<file path="src/rtl/bp_pkg.sv">
package bp_pkg;
  typedef enum logic {
    DIR_NOT_TAKEN = 1'b0,
    DIR_TAKEN     = 1'b1
  } dir_e;

  // weakly not-taken start value for an n-bit counter
  function automatic int unsigned ctr_init(int unsigned w);
    return (32'd1 << (w - 1)) - 32'd1;
  endfunction
endpackage

</file>
<file path="src/rtl/bp_ghist.sv">
module bp_ghist #(
  parameter int unsigned HIST_W = 2,
  localparam int unsigned HW = (HIST_W > 0) ? HIST_W : 1
) (
  input  logic          clk_i,
  input  logic          rst_ni,
  input  logic          shift_i,
  input  logic          taken_i,
  output logic [HW-1:0] hist_o
);
  generate
    if (HIST_W == 0) begin : g_none
      logic unused_in;
      assign unused_in = clk_i ^ rst_ni ^ shift_i ^ taken_i;
      assign hist_o = '0;
    end else if (HIST_W == 1) begin : g_one
      logic hist_q;
      always_ff @(posedge clk_i or negedge rst_ni) begin
        if (!rst_ni)      hist_q <= 1'b0;
        else if (shift_i) hist_q <= taken_i;
      end
      assign hist_o = hist_q;
    end else begin : g_many
      logic [HIST_W-1:0] hist_q;
      always_ff @(posedge clk_i or negedge rst_ni) begin
        if (!rst_ni)      hist_q <= '0;
        else if (shift_i) hist_q <= {hist_q[HIST_W-2:0], taken_i};
      end
      assign hist_o = hist_q;
    end
  endgenerate
endmodule

</file>
<file path="src/rtl/bp_sat_ctr.sv">
module bp_sat_ctr #(
  parameter int unsigned CTR_W = 2
) (
  input  logic             [CTR_W-1:0] old_i,
  input  bp_pkg::dir_e                 dir_i,
  output logic             [CTR_W-1:0] new_o
);
  localparam logic [CTR_W-1:0] CMax = '1;

  always_comb begin
    new_o = old_i;
    if (dir_i == bp_pkg::DIR_TAKEN) begin
      if (old_i != CMax) new_o = old_i + 1'b1;
    end else begin
      if (old_i != '0) new_o = old_i - 1'b1;
    end
  end
endmodule

</file>
<file path="src/rtl/bp_ctr_table.sv">
module bp_ctr_table #(
  parameter int unsigned ADDR_W = 6,
  parameter int unsigned CTR_W  = 2,
  localparam int unsigned DEPTH = 1 << ADDR_W
) (
  input  logic              clk_i,
  input  logic              rst_ni,
  input  logic [ADDR_W-1:0] rd_addr_i,
  output logic [CTR_W-1:0]  rd_ctr_o,
  input  logic [ADDR_W-1:0] wr_addr_i,
  output logic [CTR_W-1:0]  wr_old_o,
  input  logic              we_i,
  input  logic [CTR_W-1:0]  wr_data_i
);
  localparam logic [CTR_W-1:0] CInit = CTR_W'(bp_pkg::ctr_init(CTR_W));

  logic [CTR_W-1:0] mem_q [DEPTH];

  always_ff @(posedge clk_i or negedge rst_ni) begin
    if (!rst_ni) begin
      for (int i = 0; i < DEPTH; i++) mem_q[i] <= CInit;
    end else if (we_i) begin
      mem_q[wr_addr_i] <= wr_data_i;
    end
  end

  assign rd_ctr_o = mem_q[rd_addr_i];
  assign wr_old_o = mem_q[wr_addr_i];
endmodule

</file>
<file path="src/rtl/corr_bpred.sv">
module corr_bpred #(
  parameter int unsigned PC_W   = 32,
  parameter int unsigned PC_LSB = 2,
  parameter int unsigned IDX_W  = 4,
  parameter int unsigned HIST_W = 2,
  parameter int unsigned CTR_W  = 2
) (
  input  logic            clk_i,
  input  logic            rst_ni,
  input  logic [PC_W-1:0] lk_pc_i,
  output logic            lk_taken_o,
  input  logic            up_valid_i,
  input  logic [PC_W-1:0] up_pc_i,
  input  logic            up_taken_i
);
  localparam int unsigned HW     = (HIST_W > 0) ? HIST_W : 1;
  localparam int unsigned ADDR_W = IDX_W + HIST_W;
  localparam int unsigned TOP_LO = PC_LSB + IDX_W;

  logic [HW-1:0]     hist;
  logic [IDX_W-1:0]  lk_idx, up_idx;
  logic [ADDR_W-1:0] lk_addr, up_addr;
  logic [CTR_W-1:0]  lk_ctr, up_old, up_new;
  bp_pkg::dir_e      up_dir;

  assign lk_idx = lk_pc_i[TOP_LO-1:PC_LSB];
  assign up_idx = up_pc_i[TOP_LO-1:PC_LSB];
  assign up_dir = up_taken_i ? bp_pkg::DIR_TAKEN : bp_pkg::DIR_NOT_TAKEN;

  logic unused_pc;
  assign unused_pc = ^{lk_pc_i[PC_W-1:TOP_LO], lk_pc_i[PC_LSB-1:0],
                       up_pc_i[PC_W-1:TOP_LO], up_pc_i[PC_LSB-1:0]};

  generate
    if (HIST_W == 0) begin : g_flat
      logic unused_hist;
      assign unused_hist = ^hist;
      assign lk_addr = lk_idx;
      assign up_addr = up_idx;
    end else begin : g_corr
      assign lk_addr = {lk_idx, hist};
      assign up_addr = {up_idx, hist};
    end
  endgenerate

  bp_ghist #(.HIST_W(HIST_W)) i_ghist (
    .clk_i   (clk_i),
    .rst_ni  (rst_ni),
    .shift_i (up_valid_i),
    .taken_i (up_taken_i),
    .hist_o  (hist)
  );

  bp_ctr_table #(.ADDR_W(ADDR_W), .CTR_W(CTR_W)) i_table (
    .clk_i     (clk_i),
    .rst_ni    (rst_ni),
    .rd_addr_i (lk_addr),
    .rd_ctr_o  (lk_ctr),
    .wr_addr_i (up_addr),
    .wr_old_o  (up_old),
    .we_i      (up_valid_i),
    .wr_data_i (up_new)
  );

  bp_sat_ctr #(.CTR_W(CTR_W)) i_sat (
    .old_i (up_old),
    .dir_i (up_dir),
    .new_o (up_new)
  );

  assign lk_taken_o = lk_ctr[CTR_W-1];
endmodule

</file>
<file path="config.mk">
export PLATFORM = sky130hd
export DESIGN_NAME = corr_bpred
export DESIGN_NICKNAME = d
export VERILOG_FILES = /design/src/rtl/bp_pkg.sv /design/src/rtl/bp_ghist.sv /design/src/rtl/bp_sat_ctr.sv /design/src/rtl/bp_ctr_table.sv /design/src/rtl/corr_bpred.sv
export SDC_FILE = /design/constraint.sdc
export NUM_CORES = 1
export LEC_CHECK = 0
export BUFFER_PORTS_ARGS = -buffer_cell sky130_fd_sc_hd__buf_2
export CAP_MARGIN = 20
export CORE_MARGIN = 4
export CORE_UTILIZATION = 60
export CTS_CLUSTER_DIAMETER = 100
export DETAILED_ROUTE_END_ITERATION = 8
export GPL_TIMING_DRIVEN = 0
export MAX_ROUTING_LAYER = met4
export PLACE_DENSITY = 0.85
export SYNTH_ARGS = -nofsm -noshare
export SYNTH_HDL_FRONTEND = slang
export SYNTH_SLANG_ARGS = --single-unit
</file>
<file path="constraint.sdc">
create_clock -name clk_i -period 3.7 [get_ports clk_i]
set_clock_uncertainty 0.15 [all_clocks]
set_input_delay 0.185 -clock clk_i [delete_from_list [all_inputs] [get_ports clk_i]]
set_output_delay 0.185 -clock clk_i [all_outputs]
set_load 0.02 [all_outputs]
</file>
=== After elaboration in Yosys (flattened, before gate mapping) ===
Cells that the tools add are included.

* Register bits: 130
* Input port bits: 68
* Logic and storage cells: 88
* Output and inout bits: 1

* Bitwise operators: 2
* Reductions and logical operators: 2
* $add $sub $neg: 2
* Multiplexer cells: 13
* Equality and inequality tests: 1
* Order comparisons: 3

{| class="wikitable"
|+ Operator list
! kind !! count
|-
| $bwmux W128 || 1
|-
| $bmux W2 S6 || 2
|-
| $mux W2 || 8
|-
| $ge A7 B7 Y1 const B || 2
|-
| $not A6 Y7 || 2
|-
| $demux W2 S6 || 1
|-
| $lt A7 B1 Y1 const B || 1
|-
| $add A2 B1 Y2 const B || 1
|-
| $ne A2 B2 Y1 const B || 1
|-
| $reduce_bool A2 Y1 || 1
|-
| $sub A2 B1 Y2 const B || 1
|-
| $logic_and A1 B1 Y1 || 1
|-
| $mux W1 || 1
|}

=== Logic depth before layout (Yosys ltp) ===
* Depth after elaboration: 8
* Gate-level depth with buffers: 11
* Mapped depth without buffers: 6

=== Cells and area by module ===
Synthesis repeated with hierarchy kept, for this count alone.

* Cells, all modules: 595
* Area total of the unflattened synthesis: 7614.8 um^2

{| class="wikitable"
|+ Modules (own cells, without submodules)
! module !! instances !! sequential area each (um^2) !! cells an instance !! area an instance (um^2)
|-
| bp_ctr_table || 1 || 3283.1 || 588 || 7516.0
|-
| bp_ghist || 1 || 50.0 || 4 || 72.6
|-
| bp_sat_ctr || 1 || 0.0 || 3 || 26.3
|}

=== Least setup slack after synthesis ===
OpenSTA, ideal clock, no wires.

* Path kind: flip-flop to output port
* From: register i_ghist.g_many.hist_q[0], in the netlist i_ghist.hist_o[0]
* To: output lk_taken_o
* Path buffers: 4
* Data arrival time: 2.467 ns
* Setup slack: 0.898 ns
* Data required time: 3.365 ns
* Stages on the path, launching flop included: 8
* Path through: dfrtp_1 -> buf_6 -> buf_2 -> buf_2 -> buf_6 -> mux4_2 -> mux4_2 -> mux4_2

* Word-level cells in the longest chain between the ends: 4

{| class="wikitable"
|+ Ends and longest elaborated chain
! element !! line !! RTL
|-
| start: declaration || bp_ghist.sv:24 || <nowiki>logic [HIST_W-1:0] hist_q;</nowiki>
|-
| start signal: assignment || bp_ghist.sv:27 || <nowiki>else if (shift_i) hist_q <= {hist_q[HIST_W-2:0], taken_i};</nowiki>
|-
| $not A6 Y7 (implied by the code) || bp_ctr_table.sv:27 || <nowiki>assign rd_ctr_o = mem_q[rd_addr_i];</nowiki>
|-
| $bmux W2 S6 || bp_ctr_table.sv:27 ||
|-
| $mux W2 (implied by the code) (2 in series) || bp_ctr_table.sv:27 ||
|-
| end: declaration || corr_bpred.sv:11 || <nowiki>output logic lk_taken_o,</nowiki>
|}

No other way between the ends. The select of a mux whose other input is x is not followed.

=== Final worst setup path ===
* From: input up_pc_i[2]
* To: register i_table.mem_q[103] (netlist name)

* Word-level cells in the longest chain between the ends: 8
* Elaborated cells between the ends (all ways): 17
* Classes of those cells: add/sub: 2; order compare: 2; eq/ne: 1; mux: 9; bitwise: 1; reduce/logical: 2

{| class="wikitable"
|+ Ends and longest elaborated chain
! element !! line !! RTL
|-
| start: declaration || corr_bpred.sv:13 || <nowiki>input logic [PC_W-1:0] up_pc_i,</nowiki>
|-
| $not A6 Y7 (implied by the code) (*) || bp_ctr_table.sv:23, bp_ctr_table.sv:28 ||
|-
| $bmux W2 S6 || bp_ctr_table.sv:28 || <nowiki>assign wr_old_o = mem_q[wr_addr_i];</nowiki>
|-
| $mux W2 (implied by the code) (2 in series) || bp_ctr_table.sv:28 ||
|-
| $sub A2 B1 Y2 (tied with other cells) || bp_sat_ctr.sv:15 || <nowiki>if (old_i != '0) new_o = old_i - 1'b1;</nowiki>
|-
| $mux W2 (on tied branches) || bp_sat_ctr.sv:15, bp_sat_ctr.sv:13 ||
|-
| $mux W2 || bp_sat_ctr.sv:12 || <nowiki>if (dir_i == bp_pkg::DIR_TAKEN) begin</nowiki>
|-
| $bwmux W128 (*) || bp_ctr_table.sv:23 || <nowiki>mem_q[wr_addr_i] <= wr_data_i;</nowiki>
|-
| end signal: indexed assignment || bp_ctr_table.sv:23 ||
|-
| end: declaration || bp_ctr_table.sv:17 || <nowiki>logic [CTR_W-1:0] mem_q [DEPTH];</nowiki>
|}

Every way passes the cells marked *; elsewhere a longest branch is shown, timed or not. The select of a mux whose other input is x is not followed.
A chain may end at the register's enable or synchronous reset.

==> results.ini <==
[status]
outcome = complete, no violations

[clocking]
cts_buffers = 17
clk_path_buf_depth = 2
cts-htree-levels = 4
clock-sinks = 130
clockRootBuffer = clkbuf_16
tritoncts = done
clk_pin_slew_ps = 60
clk_latency_ps = 420

[grt]
overflow = 0
grt_pass1_wl_mm = 34.9
antenna_found_initial = 0
grt_pass1_vias = 6223
grt_max_degree = 75
grt_util_all_layers = 0.367

[yosys]
synth_largest_area_cell = dfstp_2
synth.distinct_cells = 47
synthArstFlopShare = 1.00
synthTopCellsByArea = dfstp_2 24%, dfrtp_1 24%, mux4_2 12%
synth.avg_cell_area_sq_um = 9.80
synthCells = 709
synth_fp_nets = 777
synthesis.area_sq_mm = 0.00695
synth_enable_flop_cells = 0
yosys.cell_count.top_type = nand2_1
post-synth-top-area-fraction = 0.242
synth_top_flop_cell = dfrtp_1
netlist_top_cells_count = 201 x nand2_1, 66 x dfrtp_1, 66 x o21ai_1, 64 x dfstp_2, 60 x nand3_1
ys_ff_latch = 130
synth-warning-count = 0
seq_area_frac_synth = 0.480

[worst_setup_path]
rr_worst_depth = 9
cp_num_buf_inv = 4
worstPathArrival_ps = 3620
cp-start-kind = primary input
crit_path_cell_trace = buf_2 -> clkbuf_1 -> clkbuf_1 -> nand2_1 -> nor2_1 -> clkbuf_1 -> nand2_1 -> nand2_1 -> o21ai_1
crit_fanout = 10
r2r-end = i_table.mem_q[84]$_DFFE_PN1P_
critical_path.top_delay_family = buffers and inverters
crit_type = in -> reg
endpoint_kind = register
cp_slowest_cell = nor2_1
reg2reg_slack_ps = 230
max_stage_delay_ps = 820
reg2reg_from = i_ghist.hist_o[0]$_DFFE_PN0P_
cp.required_ps = 3850

[layout]
syn_to_final_growth_pct = 11.5
diodes = 0
nets = 811
drive_above_1_share = 0.239
final_cell_count_no_fill = 897

[pwr]
p_per_area_mw_per_mm2 = 510
sw_frac_of_total = 0.290
p_int_uw = 2800
pwr-share-comb = 0.186
seqPwrFrac = 0.445
switchingPower_uw = 1140
p_leak_uw = 0.00291
vdd_ir_drop_max_v = 0.000413
p_total_uw = 3950
pwr-share-clk = 0.369

[timing]
timing.final.crit_period_ps = 3470
setup_viol = 0
max_freq_mhz = 288
worstMarginPinSlew_ps = 1030
hold_viol_final = 0
hold_slack_ps = 170
setup_ws_ps = 229
rsz0062_at_grt = no
finalCritPeriodShare = 0.938
drv_slew = 0
slew_headroom = 0.310

[drt]
wl_met3_mm = 2.59
route.detailed.drc = 0
routed_wl_mm = 22.5
route.top_layer_used = met4
dr_wl_met2_mm = 10.4
drt_first_iter_violations = 862
vias = 6224
post_drt_wl_per_cell_um = 25.1
via_per_inst = 6.94
firstDrtPassIters = 6
antenna_left = 0
wl_met1_mm = 8.22

[place]
place.gp.congestion = 0.999
place_inst = 866
portBuffers = 11
dp_hpwl_mm = 15.3
pre_cts_ws_ps = 2.76

[floorplan]
num_rows = 39
fp.dieW_um = 116
dieArea_sq_mm = 0.0134
core-area_sq_mm = 0.0114
start_util = 0.611
io-pin-count = 69
die_h_um = 116

[flow_run]
maxCapViolCount = 0

[worst_hold_path]
hp-class = in -> async

-- power by group through the flow --
stage	Combinational, uW	Sequential [uW]	Clock, uW
5_1_grt	779	1770	1520
6_report	733	1760	1460
3_3_place_gp	680	1760	0
3_5_place_dp	707	1770	0
4_1_cts	712	1750	1460
2_1_floorplan	475	1730	0
-- cell families after synthesis --
kind of cell,Yosys count,share of synthesized area
flip-flops,130,0.480
AO/OA/AOI/OAI,162,0.141
buffers and inverters,63,0.0524
AND/OR/NAND/NOR,314,0.203
multiplexers,40,0.123
-- registers in the layout, indices dropped and copies added, names as in the netlist --
register,flops
i_table.mem_q,128
i_ghist.hist_o,2
-- layout make-up --
cell class                      instances  area [sq um]
Buffer                                 56           339
Fill cell                             839          3620
Timing Repair Buffer                   17           131
Clock inverter                          1          5.00
Sequential cell                       130          3330
Inverter                                5          18.8
Clock buffer                           29           490
Multi-Input combinational cell        516          3250
Tap cell                              143           179
-- what timing repair did --
action	4_1_cts	5_1_grt
buffers inserted	0	0
endpoints found under the setup margin	2	1
endpoints found under the hold margin	58	0
gates cloned	0	0
gates resized for setup	1	0
hold buffers	3	0
-- metal layers --
layer  track usage  vias up
li1              -     2608
met1         0.451     3034
met2         0.552      463
met3         0.101      119
met4         0.202        0
met5             -        -
-- how the worst max path moves through the flow --
stage | startpoint | cells after the start | endpoint
floorplan | i_ghist.hist_o[0]$_DFFE_PN0P_ | 7 | lk_taken_o
global placement | i_ghist.hist_o[0]$_DFFE_PN0P_ | 10 | i_table.mem_q[93]$_DFFE_PN0P_
detailed placement | i_ghist.hist_o[1]$_DFFE_PN0P_ | 9 | i_table.mem_q[72]$_DFFE_PN1P_
CTS | i_ghist.hist_o[0]$_DFFE_PN0P_ | 8 | lk_taken_o
global route | i_ghist.hist_o[0]$_DFFE_PN0P_ | 7 | lk_taken_o
finish | up_pc_i[2] | 9 | i_table.mem_q[103]$_DFFE_PN0P_
-- stage by stage --
step	area (sq um)	utilization	TNS [ps]
floorplan	6950	-	0
global placement	7180	0.632	-1630
detailed placement	7230	0.636	0
CTS	7750	0.682	0
global route	7750	0.681	0
finish	7750	0.681	0
-- layout by cell type (no fill, tap or decap), types with 7 or more instances in the layout --
cell type	netlist	layout
nand2_1	201	201
o21ai_1	66	66
dfrtp_1	66	66
dfstp_2	64	64
nand3_1	60	60
o21ai_0	48	48
mux4_2	36	36
clkbuf_1	22	32
buf_2	18	27
clkbuf_16	0	17
buf_6	13	14
o31ai_1	13	13
nor2_1	11	11
a22oi_1	7	7
(Power assumes the default switching activity.)
